## config.mk

```make
export PLATFORM = sky130hd
export DESIGN_NAME = bitslip_deser
export DESIGN_NICKNAME = d
export VERILOG_FILES = /design/src/rtl/bsd_pkg.sv /design/src/rtl/bsd_sync_edge.sv /design/src/rtl/bsd_divider.sv /design/src/rtl/bsd_shift_capture.sv /design/src/rtl/bitslip_deser.sv
export SDC_FILE = /design/constraint.sdc
export NUM_CORES = 1
export LEC_CHECK = 0
export ABC_AREA = 1
export BUFFER_PORTS_ARGS = -buffer_cell sky130_fd_sc_hd__buf_2
export CAP_MARGIN = 20
export CORE_AREA = 2 2 40 42
export CTS_BUF_LIST = sky130_fd_sc_hd__clkbuf_4 sky130_fd_sc_hd__clkbuf_8
export DETAILED_ROUTE_END_ITERATION = 10
export DIE_AREA = 0 0 42 44
export GPL_ROUTABILITY_DRIVEN = 0
export SYNTH_ARGS = -nofsm -noshare
export SYNTH_HDL_FRONTEND = slang
export SYNTH_SLANG_ARGS = --single-unit
```

## constraint.sdc

```tcl
create_clock -name clk_i -period 1.8 [get_ports clk_i]
set_clock_uncertainty 0.2 [all_clocks]
set_input_delay 0.27 -clock clk_i [delete_from_list [all_inputs] [get_ports clk_i]]
set_output_delay 0.27 -clock clk_i [all_outputs]
set_load 0.03 [all_outputs]
```

## src/rtl/bsd_pkg.sv

```systemverilog
package bsd_pkg;

  typedef struct packed {
    logic pair;
    logic word;
  } bsd_stb_t;

  function automatic int unsigned bsd_cnt_w(input int unsigned word_w);
    return $clog2(2 * word_w);
  endfunction

endpackage

```

## src/rtl/bsd_sync_edge.sv

```systemverilog
module bsd_sync_edge #(
  parameter int unsigned STAGES = 2
) (
  input  logic clk_i,
  input  logic rst_ni,
  input  logic async_i,
  output logic rise_o
);

  logic [STAGES-1:0] chain_q;
  logic              last_q;

  always_ff @(posedge clk_i or negedge rst_ni) begin
    if (!rst_ni) begin
      chain_q <= '0;
      last_q  <= 1'b0;
    end else begin
      chain_q <= {chain_q[STAGES-2:0], async_i};
      last_q  <= chain_q[STAGES-1];
    end
  end

  assign rise_o = chain_q[STAGES-1] & ~last_q;

endmodule

```

## src/rtl/bsd_divider.sv

```systemverilog
module bsd_divider
  import bsd_pkg::*;
#(
  parameter int unsigned WORD_W = 4
) (
  input  logic     clk_i,
  input  logic     rst_ni,
  input  logic     slip_i,
  input  logic     wide_i,
  output logic     upd_o,
  output bsd_stb_t stb_o
);

  localparam int unsigned CNT_W = bsd_cnt_w(WORD_W);

  logic [CNT_W-1:0] cnt_q;
  logic             hit_word, hit_pair;
  bsd_stb_t         stb_q;

  // a slip freezes the count and suppresses that cycle's load
  assign hit_word = (&cnt_q[CNT_W-2:0]) & ~slip_i;
  assign hit_pair = (&cnt_q) & ~slip_i;
  assign upd_o    = wide_i ? hit_pair : hit_word;

  always_ff @(posedge clk_i or negedge rst_ni) begin
    if (!rst_ni) begin
      cnt_q <= '0;
      stb_q <= '0;
    end else begin
      if (!slip_i) cnt_q <= cnt_q + 1'b1;
      stb_q.word <= hit_word;
      stb_q.pair <= hit_pair;
    end
  end

  assign stb_o = stb_q;

  logic [CNT_W:0] since_q;
  always_ff @(posedge clk_i or negedge rst_ni) begin
    if (!rst_ni) since_q <= '0;
    else if (hit_word) since_q <= '0;
    else if (since_q != {(CNT_W+1){1'b1}}) since_q <= since_q + 1'b1;
  end

  AST_WORD_SPACING: assert property (@(posedge clk_i) disable iff (!rst_ni)
    hit_word |-> since_q >= (CNT_W+1)'(WORD_W - 1));

endmodule

```

## src/rtl/bsd_shift_capture.sv

```systemverilog
module bsd_shift_capture #(
  parameter int unsigned WORD_W = 4
) (
  input  logic              clk_i,
  input  logic              rst_ni,
  input  logic              sin_i,
  input  logic              upd_i,
  output logic [WORD_W-1:0] par_o,
  output logic              ser_o
);

  logic [WORD_W-1:0] sr_q, sr_nxt, par_q;

  // newest bit enters at the top, so the oldest ends at bit 0
  assign sr_nxt = {sin_i, sr_q[WORD_W-1:1]};

  always_ff @(posedge clk_i or negedge rst_ni) begin
    if (!rst_ni) begin
      sr_q  <= '0;
      par_q <= '0;
    end else begin
      sr_q <= sr_nxt;
      if (upd_i) par_q <= sr_nxt;
    end
  end

  assign par_o = par_q;
  assign ser_o = sr_q[WORD_W-1];

  AST_WORD_HOLD: assert property (@(posedge clk_i) disable iff (!rst_ni)
    !upd_i |=> $stable(par_o));

  AST_NEWEST_TOP: assert property (@(posedge clk_i) disable iff (!rst_ni)
    upd_i |=> par_o[WORD_W-1] == $past(sin_i));

endmodule

```

## src/rtl/bitslip_deser.sv

```systemverilog
module bitslip_deser
  import bsd_pkg::*;
#(
  parameter int unsigned WORD_W      = 4,
  parameter int unsigned SYNC_STAGES = 2
) (
  input  logic              clk_i,
  input  logic              rst_ni,
  input  logic              ser_a_i,
  input  logic              ser_b_i,
  input  logic              ser_sel_i,
  input  logic              mode_wide_i,
  input  logic              sync_i,
  output logic [WORD_W-1:0] par_o,
  output logic              ser_o,
  output logic              stb_word_o,
  output logic              stb_pair_o
);

  logic     sin_sel;
  logic     slip;
  logic     upd;
  bsd_stb_t stb;

  assign sin_sel = ser_sel_i ? ser_a_i : ser_b_i;

  bsd_sync_edge #(.STAGES(SYNC_STAGES)) u_sync (
    .clk_i  (clk_i),
    .rst_ni (rst_ni),
    .async_i(sync_i),
    .rise_o (slip)
  );

  bsd_divider #(.WORD_W(WORD_W)) u_div (
    .clk_i (clk_i),
    .rst_ni(rst_ni),
    .slip_i(slip),
    .wide_i(mode_wide_i),
    .upd_o (upd),
    .stb_o (stb)
  );

  bsd_shift_capture #(.WORD_W(WORD_W)) u_cap (
    .clk_i (clk_i),
    .rst_ni(rst_ni),
    .sin_i (sin_sel),
    .upd_i (upd),
    .par_o (par_o),
    .ser_o (ser_o)
  );

  assign stb_word_o = stb.word;
  assign stb_pair_o = stb.pair;

  AST_SER_DELAY: assert property (@(posedge clk_i) disable iff (!rst_ni)
    1'b1 |=> ser_o == $past(sin_sel));

  AST_STB_ONE_WIDE: assert property (@(posedge clk_i) disable iff (!rst_ni)
    stb_word_o |=> !stb_word_o);

  AST_PAIR_IN_WORD: assert property (@(posedge clk_i) disable iff (!rst_ni)
    stb_pair_o |-> stb_word_o);

endmodule

```

== Word-level counts from Yosys, hierarchy flattened ==
Cells that the tools add are included.
Word-level totals
  register bits: 16
  logic and storage cells: 17
  input port bits: 7
  output and inout port bits: 7
Cells by class
  add/sub/neg operators: 1
  reduce and logical (&&, ||, !) cells: 2
  muxes and demuxes: 2
  bitwise logic cells: 5
Operators with widths (number)
  3-bit by 1-bit adder with 3-bit output, second input constant: 1
  1-bit bitwise AND: 3
  3-bit AND reduction: 1
  1-bit two-way mux: 2
  1-bit inverter: 2
  2-bit AND reduction: 1

== Logic depth before layout (Yosys ltp) ==
Gate-level depths: netlist of run 1.
  depth after elaboration: 5
  gate-level depth with buffers: 6
  depth with buffers taken out: 6

== Cells and area by module ==
From an unflattened synthesis of run 1, not the netlist that was laid out.
Second synthesis, totals
  cell total of the unflattened synthesis: 52
  area, all modules: 541.8 um^2
Modules (own cells, without submodules)
  bsd_shift_capture: instances 1, cells each 20, seq. area each 175.2 um^2, area an instance 224.0 um^2
  bsd_divider: instances 1, cells each 23, seq. area each 125.1 um^2, area an instance 217.7 um^2
  bsd_sync_edge: instances 1, cells each 5, seq. area each 75.1 um^2, area an instance 85.1 um^2
  bitslip_deser: instances 1, cells each 4, seq. area each 0.0 um^2, area an instance 15.0 um^2

== Least setup slack after synthesis of run 1 ==
No wires, ideal clock.
  kind: register -> register
  from: register u_div.cnt_q[0]
  to: register u_cap.par_q[2], in the netlist u_cap.par_o[2]
  cell stages (with the launch flop): 7
  period minus slack after synthesis: 1417 ps
  library setup time: 118 ps
  setup slack: 383 ps
  required time: 1482 ps
  path buffers: 0
  arrival: 1099 ps
  cells stage by stage: dfrtp_1 > ha_1 > ha_1 > nand3_4 > nand2_4 > nand2_1 > nand2_1
On the way
  longest elaborated chain between the ends: 3
  elaborated cells between the ends (all ways): 5
  classes of those cells: mux: 1; bitwise: 2; reduce/logical: 2
RTL lines
  start, declared: RTL line bsd_divider.sv:16  | logic [CNT_W-1:0] cnt_q;
  start signal, assigned: RTL line bsd_divider.sv:30  | if (!slip_i) cnt_q <= cnt_q + 1'b1;
  3-bit AND reduction or 2-bit AND reduction (tied branches): RTL line bsd_divider.sv:22, bsd_divider.sv:21
  1-bit bitwise AND, on equally long branches: RTL line bsd_divider.sv:22, bsd_divider.sv:21
  1-bit two-way mux (*): RTL line bsd_divider.sv:23  | assign upd_o = wide_i ? hit_pair : hit_word;
  end signal, assigned: RTL line bsd_shift_capture.sv:23  | if (upd_i) par_q <= sr_nxt;
  end, declared: RTL line bsd_shift_capture.sv:12  | logic [WORD_W-1:0] sr_q, sr_nxt, par_q;
Every way passes the cells marked *; elsewhere a longest branch is shown, timed or not.
A chain may end at the register's enable or synchronous reset.

== Worst setup path in the final report of run 1 ==
  from: register u_div.cnt_q[0]
  to: register u_cap.par_q[0], in the netlist u_cap.par_o[0]
Same word-level chain as after synthesis.

==> results.cfg, run 1 <==
[drt]
drc = 0
first_iter_violations = 2
num_vias = 377
wl_per_cell_um = 10.02
wl_um = 862
ant_nets = 0
firstDrtPassIters = 3
avgViaCountPerCell = 4.384

[clock_tree]
cts_inserted_buffers = 3
clock-sinks = 15
cts-root-buf = clkbuf_4
clock_latency_ns = 0.27
path_clk_slew_ns = 0.08
post_cts_resized = 0
post_cts_buffers = 0
clockBufferDepth = 2
htreeDepth = 1
cts_tree = built
cts_hold_buf = 3

[logic_synthesis]
synth_fp_nets = 59
synth-main-ff-cell = dfrtp_1
syn_area_um2 = 589.3
synth_cell_types = 11
yosys.area.top_type_share_pct = 63.69
synth_edf_count = 0
synth_common_cells = 15 x dfrtp_1, 15 x nand2_1, 5 x inv_1
async_flop_share_pct = 100.0
synthCells = 50
ys_ff_latch = 15
synth_area_leaders = dfrtp_1 64%, nand2_1 9.6%, nand3_4 5.9%
synth.avg_cell_area_um2 = 11.79
synth_warnings = 0
ys_seq_area_share_pct = 63.69
yosys.area.top_type = dfrtp_1

[critical_path]
rr_worst_depth = 6
rrSetupSlack_ns = 0.33
r2r-end = u_cap.par_o[0]$_DFFE_PN0P_
setup.worst_path.class = reg2reg
critPathSlowestCell = dfrtp_1
critical_path.reg2reg.startpoint = u_div.cnt_q[0]$_DFFE_PN0N_
cp-start-kind = register
critical_path.cell_chain = ha_1, ha_1, nand3_4, nand2_4, nand2_1, nand2_1
arrival_ns = 1.44
crit_fanout = 5
cp_slowest_stage_delay_ns = 0.40
worst_setup_path_end_kind = register
required_ns = 1.77

[pwr]
switching_share_pct = 36.86
clkPwrFrac_pct = 18.6
power_density_nw_per_um2 = 1445
report.power.total_mw = 1.062
power_frac_comb_pct = 36.2
irDropWorstVdd_mv = 0.5521
leakagePower_nw = 0.3963
power_frac_seq_pct = 45.2
p_switching_uw = 391.3
p_int_uw = 670.2

[hold_path]
whs_path_depth = 3
hp-class = in2reg
hp-start = ser_a_i
whs_endpoint = u_cap.sr_q[3]$_DFF_PN0_

[grt]
grt_first_pass_wirelength_um = 1400
grt_max_degree = 16
grt_overflow = 0
antenna_found_initial = 0
grtUsageTotal_pct = 10.60
grt_pass1_vias = 357

[sta]
rsz0062_at_grt = no
slew_violations = 0
finalCritPeriodShare_pct = 81.82
final_hold_viol_count = 0
fin_hold_ws_ns = 0.03996
fin_setup_tns_ns = 0
setup_viol = 0
period_needed_ns = 1.473
relSlewSlack_pct = 78.53
worst_pin_slew_ns = 0.3220
fmaxAchievable_mhz = 679.0

[cells_and_area]
drive_above_1_share_pct = 32.86
final_nets = 80
num_antenna_cells = 0
area_growth_pct = 24.63
fillers = 134
multi_input_area_um2 = 191.4
seqCellArea_um2 = 375.4

[floorplan]
core_area_um2 = 1419
pin_count = 14
dieArea_um2 = 1848
fp-row-count = 14
initial_utilization_pct = 41.53
die_w_um = 42
die_h_um = 44

[placement]
dp_hpwl_um = 641
portBuffers = 13

[run]
max_cap_viol_count = 0

[run_status]
status = complete, no violations
[metal layers]
| metal | share of wire [%] | track usage (%) |
|---|---|---|
| met1 | 47 | 11.80 |
| met4 | 1.2 | 7.742 |
| met2 | 47 | 17.81 |
| met5 | 0 | 0 |
| met3 | 4.8 | 2.500 |
[stage by stage]
stage	util (%)	area (um2)	setup WS, ns	instances
2_1_floorplan	-	589.3	0.3827	50
3_3_place_gp	47.53	674.4	0.3458	79
3_5_place_dp	47.53	674.4	0.3195	79
4_1_cts	51.76	734.5	0.3109	86
5_1_grt	51.76	734.5	0.2224	86
6_report	51.76	734.5	0.3273	86
[registers in the layout (all words and copies together), names as in the netlist]
name	cells
u_div.stb_o	2
u_cap.par_o	4
u_div.cnt_q	3
u_sync.last_q	1
u_sync.chain_q	2
u_cap.sr_q	3
[power groups by stage]
stage	logic, mW	registers [mW]	clock network (mW)
2_1_floorplan	0.176	0.592	0
3_3_place_gp	0.381	0.485	0
3_5_place_dp	0.384	0.486	0
4_1_cts	0.390	0.479	0.208
5_1_grt	0.425	0.491	0.223
6_report	0.384	0.479	0.198
[area by class of cell]
cell class	instances	share of cell area, %
repair buffers	16	12.95
flip-flops and latches	15	51.11
well taps	16	2.726
multi-input cells	29	26.06
clock buffers	4	4.089
inverters	6	3.066
[layout by cell type (no fill, tap or decap)]
cell / count
buf_2: 13
clkbuf_4: 4
dfrtp_1: 15
dlygate4sd3_1: 3
ha_1: 2
inv_1: 5
inv_2: 1
nand2_1: 15
nand2_4: 2
nand3_1: 4
nand3_4: 2
nor2_1: 2
o21ai_4: 1
xor2_1: 1
[worst max path at each step]
stage                               start                         end  slack, ns  cells past startpoint
3_5_place_dp   u_div.cnt_q[0]$_DFFE_PN0N_  u_cap.par_o[1]$_DFFE_PN0P_       0.32                      6
5_1_grt        u_div.cnt_q[0]$_DFFE_PN0N_  u_cap.par_o[1]$_DFFE_PN0P_       0.22                      6
4_1_cts        u_div.cnt_q[0]$_DFFE_PN0N_  u_cap.par_o[1]$_DFFE_PN0P_       0.31                      6
2_1_floorplan  u_div.cnt_q[0]$_DFFE_PN0N_  u_cap.par_o[2]$_DFFE_PN0P_       0.38                      6
3_3_place_gp   u_div.cnt_q[0]$_DFFE_PN0N_  u_cap.par_o[2]$_DFFE_PN0P_       0.35                      6
6_report       u_div.cnt_q[0]$_DFFE_PN0N_  u_cap.par_o[0]$_DFFE_PN0P_       0.33                      6
[logic make-up (layout without fill, tap and decap cells)]
kind of cell	after synthesis	count (layout)	synth area share, %
compound gates	1	1	2.761
buf+inv	6	26	3.821
xor+xnor	1	1	1.486
flops	15	15	63.69
fa+ha+maj	2	2	4.246
simple gates	25	25	23.99
[worst max-delay path: cells and delay by family, from the launching register on]
kind / cells / cell delay [ns]
flops: 1 / 0.40
simple gates: 4 / 0.29
fa+ha+maj: 2 / 0.50
Power figures use the tool's default switching activity.
==> run 2, diff against run 1 <==
==> constraint.sdc (replaced) <==
create_clock -name clk_i -period 1.53 [get_ports clk_i]
set_clock_uncertainty 0.2 [all_clocks]
set_input_delay 0.2295 -clock clk_i [delete_from_list [all_inputs] [get_ports clk_i]]
set_output_delay 0.2295 -clock clk_i [all_outputs]
set_load 0.03 [all_outputs]
==> run 2 against run 1 <==
- count of clock-buffer cells in the layout stayed put
- final cell count is 1.2% higher
- combinational power is 22% higher
- non-clock buffer count is 1 higher
- wire length is 2.0% higher
- sequential cell count stayed put
- fmax is 2.8% higher
- via count is 1.1% higher
- sequential power is 18% higher
- register-to-register slack worse by 0.23 ns
- largest cell class unchanged
==> results.cfg, run 2 (synthesized netlist as in run 1, its figures left out) <==
[run_status]
status = complete, no violations

[pwr]
clkPwrFrac_pct = 18.6
leakagePower_nw = 0.4015
irDropWorstVdd_mv = 0.7672
p_switching_uw = 466.2
power_frac_seq_pct = 44.5
report.power.total_mw = 1.268
switching_share_pct = 36.75
power_frac_comb_pct = 36.9
p_int_uw = 802.2
power_density_nw_per_um2 = 1710

[cells_and_area]
final_core_util_pct = 52.29
drive_above_1_share_pct = 33.80
multi_input_area_um2 = 191.4
num_antenna_cells = 0
mostFrequentLayoutCells = 15 x nand2_1, 15 x dfrtp_1, 13 x buf_2
area_growth_pct = 25.90
layout.cells.non_filler = 87
final_nets = 81
largest_reg_flops = 4
fillers = 136
seqCellArea_um2 = 375.4

[sta]
slew_violations = 0
fmaxAchievable_mhz = 698.1
worst_pin_slew_ns = 0.3325
period_needed_ns = 1.433
rsz0062_at_grt = no
relSlewSlack_pct = 77.83
fin_hold_ws_ns = 0.002194
final_hold_viol_count = 0
setup_viol = 0
fin_setup_tns_ns = 0
finalCritPeriodShare_pct = 93.63

[clock_tree]
clock-sinks = 15
post_cts_resized = 0
cts_tree = built
path_clk_slew_ns = 0.09
clockBufferDepth = 2
htreeDepth = 1
cts-root-buf = clkbuf_4
clock_latency_ns = 0.27
cts_inserted_buffers = 3

[grt]
grtUsageMet2_pct = 18.13
grt_pass1_vias = 378
grt_first_pass_wirelength_um = 1490
busiest_layer = met2
grt_max_degree = 16
grtUsageTotal_pct = 11.27
grt_use_met1_pct = 13.53
grt_use_met3_pct = 2.500
grt_overflow = 0
antenna_found_initial = 0

[critical_path]
arrival_ns = 1.41
rr_worst_depth = 6
required_ns = 1.51
crit_fanout = 5
setup.worst_path.class = reg2reg
worst_setup_path_end_kind = register
cp-start-kind = register

[floorplan]
core_area_um2 = 1419
initial_utilization_pct = 41.53
die_w_um = 42
fp-row-count = 14
die_h_um = 44
dieArea_um2 = 1848
pin_count = 14

[placement]
portBuffers = 13
dp_hpwl_um = 647.1
dp.cells = 80

[hold_path]
whs_path_depth = 3
hp-class = in2reg

[drt]
firstDrtPassIters = 2
num_vias = 381
first_iter_violations = 3
wl_um = 879
wl_per_cell_um = 10.10
avgViaCountPerCell = 4.379
ant_nets = 0
drc = 0

[run]
max_cap_viol_count = 0
## run 2: cell types whose count changed in the layout (fill, tap and decap cells not counted)
cell and delta:
buf_4 +1
## run 2: layer usage
metal  vias to the layer above  part of all wire (%)
li1                        197                     -
met1                       174                    46
met2                         8                    49
met3                         2                   3.9
met4                         0                   1.0
met5                         -                     0
## run 2: final timing paths
kind | slack [ns] | start | end
setup reg to reg | 0.1 | u_div.cnt_q[0]$_DFFE_PN0N_ | u_cap.par_o[3]$_DFFE_PN0P_
hold / removal | 0.002 | ser_a_i | u_cap.sr_q[3]$_DFF_PN0_
max in group asynchronous | 0.70 | rst_ni | u_div.stb_o[0]$_DFF_PN0_
setup / recovery | 0.1 | u_div.cnt_q[0]$_DFFE_PN0N_ | u_cap.par_o[3]$_DFFE_PN0P_
min in group asynchronous | 0.18 | rst_ni | u_cap.sr_q[2]$_DFF_PN0_
hold reg to reg | 0.16 | u_sync.chain_q[0]$_DFF_PN0_ | u_sync.chain_q[1]$_DFF_PN0_
## run 2: critical path, cell delays in order (launching register included)
cell and delay [ns]:
dfrtp_1 0.40, ha_1 0.23, ha_1 0.23, nand3_4 0.12, nand2_4 0.06, nand2_1 0.06, nand2_1 0.04
## run 2: cell type report
type | instances | area share, %
repair buffers | 17 | 13.83
well taps | 16 | 2.698
clock buffers | 4 | 4.047
multi-input cells | 29 | 25.80
flip-flops and latches | 15 | 50.59
inverters | 6 | 3.035
## run 2: power groups by stage
stage	Clock [mW]	Sequential [mW]	Combinational, mW
after floorplan	0	0.696	0.207
after global placement	0	0.573	0.464
after detailed placement	0	0.573	0.472
after CTS	0.244	0.565	0.478
after global routing	0.262	0.582	0.525
final	0.236	0.564	0.468
## run 2: repair_timing
action	4_1_cts	5_1_grt
setup buffers	0	0
hold endpoints to repair	17	0
hold buffers	3	0
## run 2: metrics by stage
step | setup slack [ns] | cell area [um2]
2_1_floorplan | 0.1127 | 589.3
3_3_place_gp | 0.1390 | 681.9
3_5_place_dp | 0.09987 | 681.9
4_1_cts | 0.08887 | 742.0
5_1_grt | 0.01867 | 742.0
6_report | 0.09745 | 742.0
==> run 3, diff against run 2 <==
--- a/config.mk
+++ b/config.mk
@@ -5,14 +5,14 @@
 export SDC_FILE = /design/constraint.sdc
 export NUM_CORES = 1
 export LEC_CHECK = 0
-export ABC_AREA = 1
 export BUFFER_PORTS_ARGS = -buffer_cell sky130_fd_sc_hd__buf_2
 export CAP_MARGIN = 20
-export CORE_AREA = 2 2 40 42
+export CORE_AREA = 2 2 39 41
 export CTS_BUF_LIST = sky130_fd_sc_hd__clkbuf_4 sky130_fd_sc_hd__clkbuf_8
 export DETAILED_ROUTE_END_ITERATION = 10
-export DIE_AREA = 0 0 42 44
+export DIE_AREA = 0 0 41 43
 export GPL_ROUTABILITY_DRIVEN = 0
+export PLACE_DENSITY = 0.66
 export SYNTH_ARGS = -nofsm -noshare
 export SYNTH_HDL_FRONTEND = slang
 export SYNTH_SLANG_ARGS = --single-unit
==> run 3 against run 2 <==
- the flow now finishes with violations (negative setup slack)
- area after synthesis is 3.2% lower
- register-to-register slack worse by 0.17 ns
- combinational power is 37% higher
- die area is 4.6% lower
- global-route usage is 0.87 points higher
- design area is 1.5% higher
- first-iteration DRC count is 67% lower
- via count is 19% lower
- critical path depth is 1 lower
- sequential share of layout area is 0.76 points lower
- largest cell class unchanged
==> results.cfg, run 3 <==
[cells_and_area]
drive_above_1_share_pct = 63.46
final_nets = 62
mostFrequentLayoutCells = 15 x dfrtp_1, 13 x buf_2, 4 x mux2_4, 4 x clkbuf_4
num_antenna_cells = 0
design_area_um2 = 753.2
final_common_cell = dfrtp_1
fillers = 127
area_growth_pct = 32.02
largest_reg_flops = 4

[pwr]
power_frac_comb_pct = 43.5
p_int_uw = 970.2
leakagePower_nw = 0.3567
power_density_nw_per_um2 = 1959
clkPwrFrac_pct = 15.6
power_frac_seq_pct = 40.9
p_switching_uw = 505.4
switching_share_pct = 34.25
irDropWorstVdd_mv = 0.7162

[clock_tree]
cts_tree = built
cts-root-buf = clkbuf_4
clock_latency_ns = 0.27
clockBufferDepth = 2
path_clk_slew_ns = 0.08
cts_inserted_buffers = 3
clock-sinks = 15
post_cts_buffers = 0
htreeDepth = 1

[critical_path]
r2r-end = u_cap.par_o[0]$_DFFE_PN0P_
rr_worst_depth = 5
crit_fanout = 4
arrival_ns = 1.56
critPathSlowestCell = dfrtp_1
setup.worst_path.class = reg2reg
worst_setup_path_end_kind = register
critical_path.cell_chain = ha_4, ha_4, mux2i_4, nor2_4, mux2_4
critical_path.reg2reg.startpoint = u_div.cnt_q[0]$_DFFE_PN0N_
cp_common_cell = ha_4
cp_slowest_stage_delay_ns = 0.42
cp_top_family = multiplexers
path_buf_inv = 0
cp-start-kind = register
required_ns = 1.49
path_depth = 5
rrSetupSlack_ns = -0.07

[sta]
setup_viol = 4
finalCritPeriodShare_pct = 104.7
rsz0062_at_grt = yes
slew_violations = 0
fin_setup_tns_ns = -0.2572
relSlewSlack_pct = 78.49
fmaxAchievable_mhz = 624.3
final_hold_viol_count = 0
setup_ws_ns = -0.07191
worst_pin_slew_ns = 0.3226
period_needed_ns = 1.602

[logic_synthesis]
yosys.area.top_type = dfrtp_1
synth.avg_cell_area_um2 = 18.40
synth_fp_nets = 40
synth-main-ff-cell = dfrtp_1
ys_ff_latch = 15
yosysMostFrequentCell = dfrtp_1
synth_cell_types = 10
synthCells = 31
synth_common_cells = 15 x dfrtp_1, 4 x mux2_4, 3 x mux2_2
synth_area_leaders = dfrtp_1 66%, mux2_4 11%, mux2_2 5.9%
ys_seq_area_share_pct = 65.79
yosys.area.top_type_share_pct = 65.79
synth_warnings = 0
synth_edf_count = 0
syn_area_um2 = 570.5
async_flop_share_pct = 100.0

[drt]
wl_met3_um = 49
firstDrtPassIters = 2
first_iter_violations = 1
routed-wl-met2_um = 467
wl_per_cell_um = 12.50
wl_met1_um = 333
avgViaCountPerCell = 4.529
top_layer = met3
wl_um = 850
ant_nets = 0
num_vias = 308
drc = 0

[run]
max_cap_viol_count = 0

[floorplan]
die_h_um = 43
pin_count = 14
core_area_um2 = 1384
die_w_um = 41
dieArea_um2 = 1763
initial_utilization_pct = 41.23
fp-row-count = 14

[grt]
grt_first_pass_wirelength_um = 1407
grtUsageTotal_pct = 12.14
antenna_found_initial = 0
grt_max_degree = 16
grt_overflow = 0
grt_pass1_vias = 322

[hold_path]
whs_path_depth = 2
hp-class = in2reg
hp-start = ser_a_i
whs_endpoint = u_cap.sr_q[3]$_DFF_PN0_

[placement]
portBuffers = 13
place_area_um2 = 684.4
dp_hpwl_um = 665.5
pre_cts_ws_ns = -0.1152

[run_status]
violations = negative setup slack
status = finished with violations
[run 3: per-stage QoR]
step | cells | total power, mW | utilization, % | hold WS, ns
finish | 68 | 1.476 | 54.43 | 0.01654
global placement | 61 | 1.205 | 49.46 | -0.06648
floorplan | 31 | 1.061 | - | -0.2661
detailed placement | 61 | 1.242 | 49.46 | -0.05601
global route | 68 | 1.576 | 54.43 | 0.01030
CTS | 68 | 1.501 | 54.43 | 0.004998
[run 3: worst max path at each step]
stage	start	to	slack, ns
3_5_place_dp	u_div.cnt_q[1]$_DFFE_PN0N_	u_cap.par_o[0]$_DFFE_PN0P_	-0.12
3_3_place_gp	u_div.cnt_q[1]$_DFFE_PN0N_	u_cap.par_o[3]$_DFFE_PN0P_	-0.09
6_report	u_div.cnt_q[0]$_DFFE_PN0N_	u_cap.par_o[0]$_DFFE_PN0P_	-0.07
5_1_grt	u_div.cnt_q[1]$_DFFE_PN0N_	u_cap.par_o[0]$_DFFE_PN0P_	-0.13
2_1_floorplan	u_div.cnt_q[0]$_DFFE_PN0N_	u_cap.par_o[0]$_DFFE_PN0P_	-0.08
4_1_cts	u_div.cnt_q[0]$_DFFE_PN0N_	u_cap.par_o[0]$_DFFE_PN0P_	-0.08
[run 3: final cells by class]
class / count / area, um2 / share of cell area [%]
Multi-Input combinational cell: 15 / 217.7 / 28.90
Clock buffer: 4 / 30.03 / 3.987
Sequential cell: 15 / 375.4 / 49.83
Timing Repair Buffer: 18 / 110.1 / 14.62
Tap cell: 16 / 20.02 / 2.658
[run 3: kinds of logic (layout without fill, tap and decap cells)]
family                     Yosys count  after routing  share of synthesized area (%)
xor gates and xnor gates             1              1                          1.535
adders and majority gates            2              2                          4.385
buffers and inverters                1             22                          1.974
DFF                                 15             15                          65.79
muxes                                8              8                          18.86
and+or+nand+nor                      4              4                          7.456
[run 3: worst register-to-register path: stages, from the launching register on]
cell	delay, ns
dfrtp_1	0.42
ha_4	0.18
ha_4	0.16
mux2i_4	0.16
nor2_4	0.07
mux2_4	0.30
[run 3: layer usage]
layer / vias up / GRT usage [%]
met5: - / 0
met4: 0 / 6.000
met3: 0 / 3.141
met2: 8 / 18.44
met1: 153 / 15.33
li1: 147 / -
[run 3: timing repair]
item,4_1_cts,5_1_grt
gates cloned,0,0
gates resized for setup,1,0
endpoints found under the hold margin,17,0
hold buffers,3,0
setup endpoints to repair,4,4
pin swaps,2,0
[run 3: power groups by stage]
stage | registers, mW | logic (mW) | clock network (mW)
2_1_floorplan | 0.756 | 0.305 | 0
5_1_grt | 0.620 | 0.696 | 0.260
6_report | 0.604 | 0.641 | 0.231
3_3_place_gp | 0.603 | 0.602 | 0
3_5_place_dp | 0.615 | 0.627 | 0
4_1_cts | 0.607 | 0.654 | 0.241
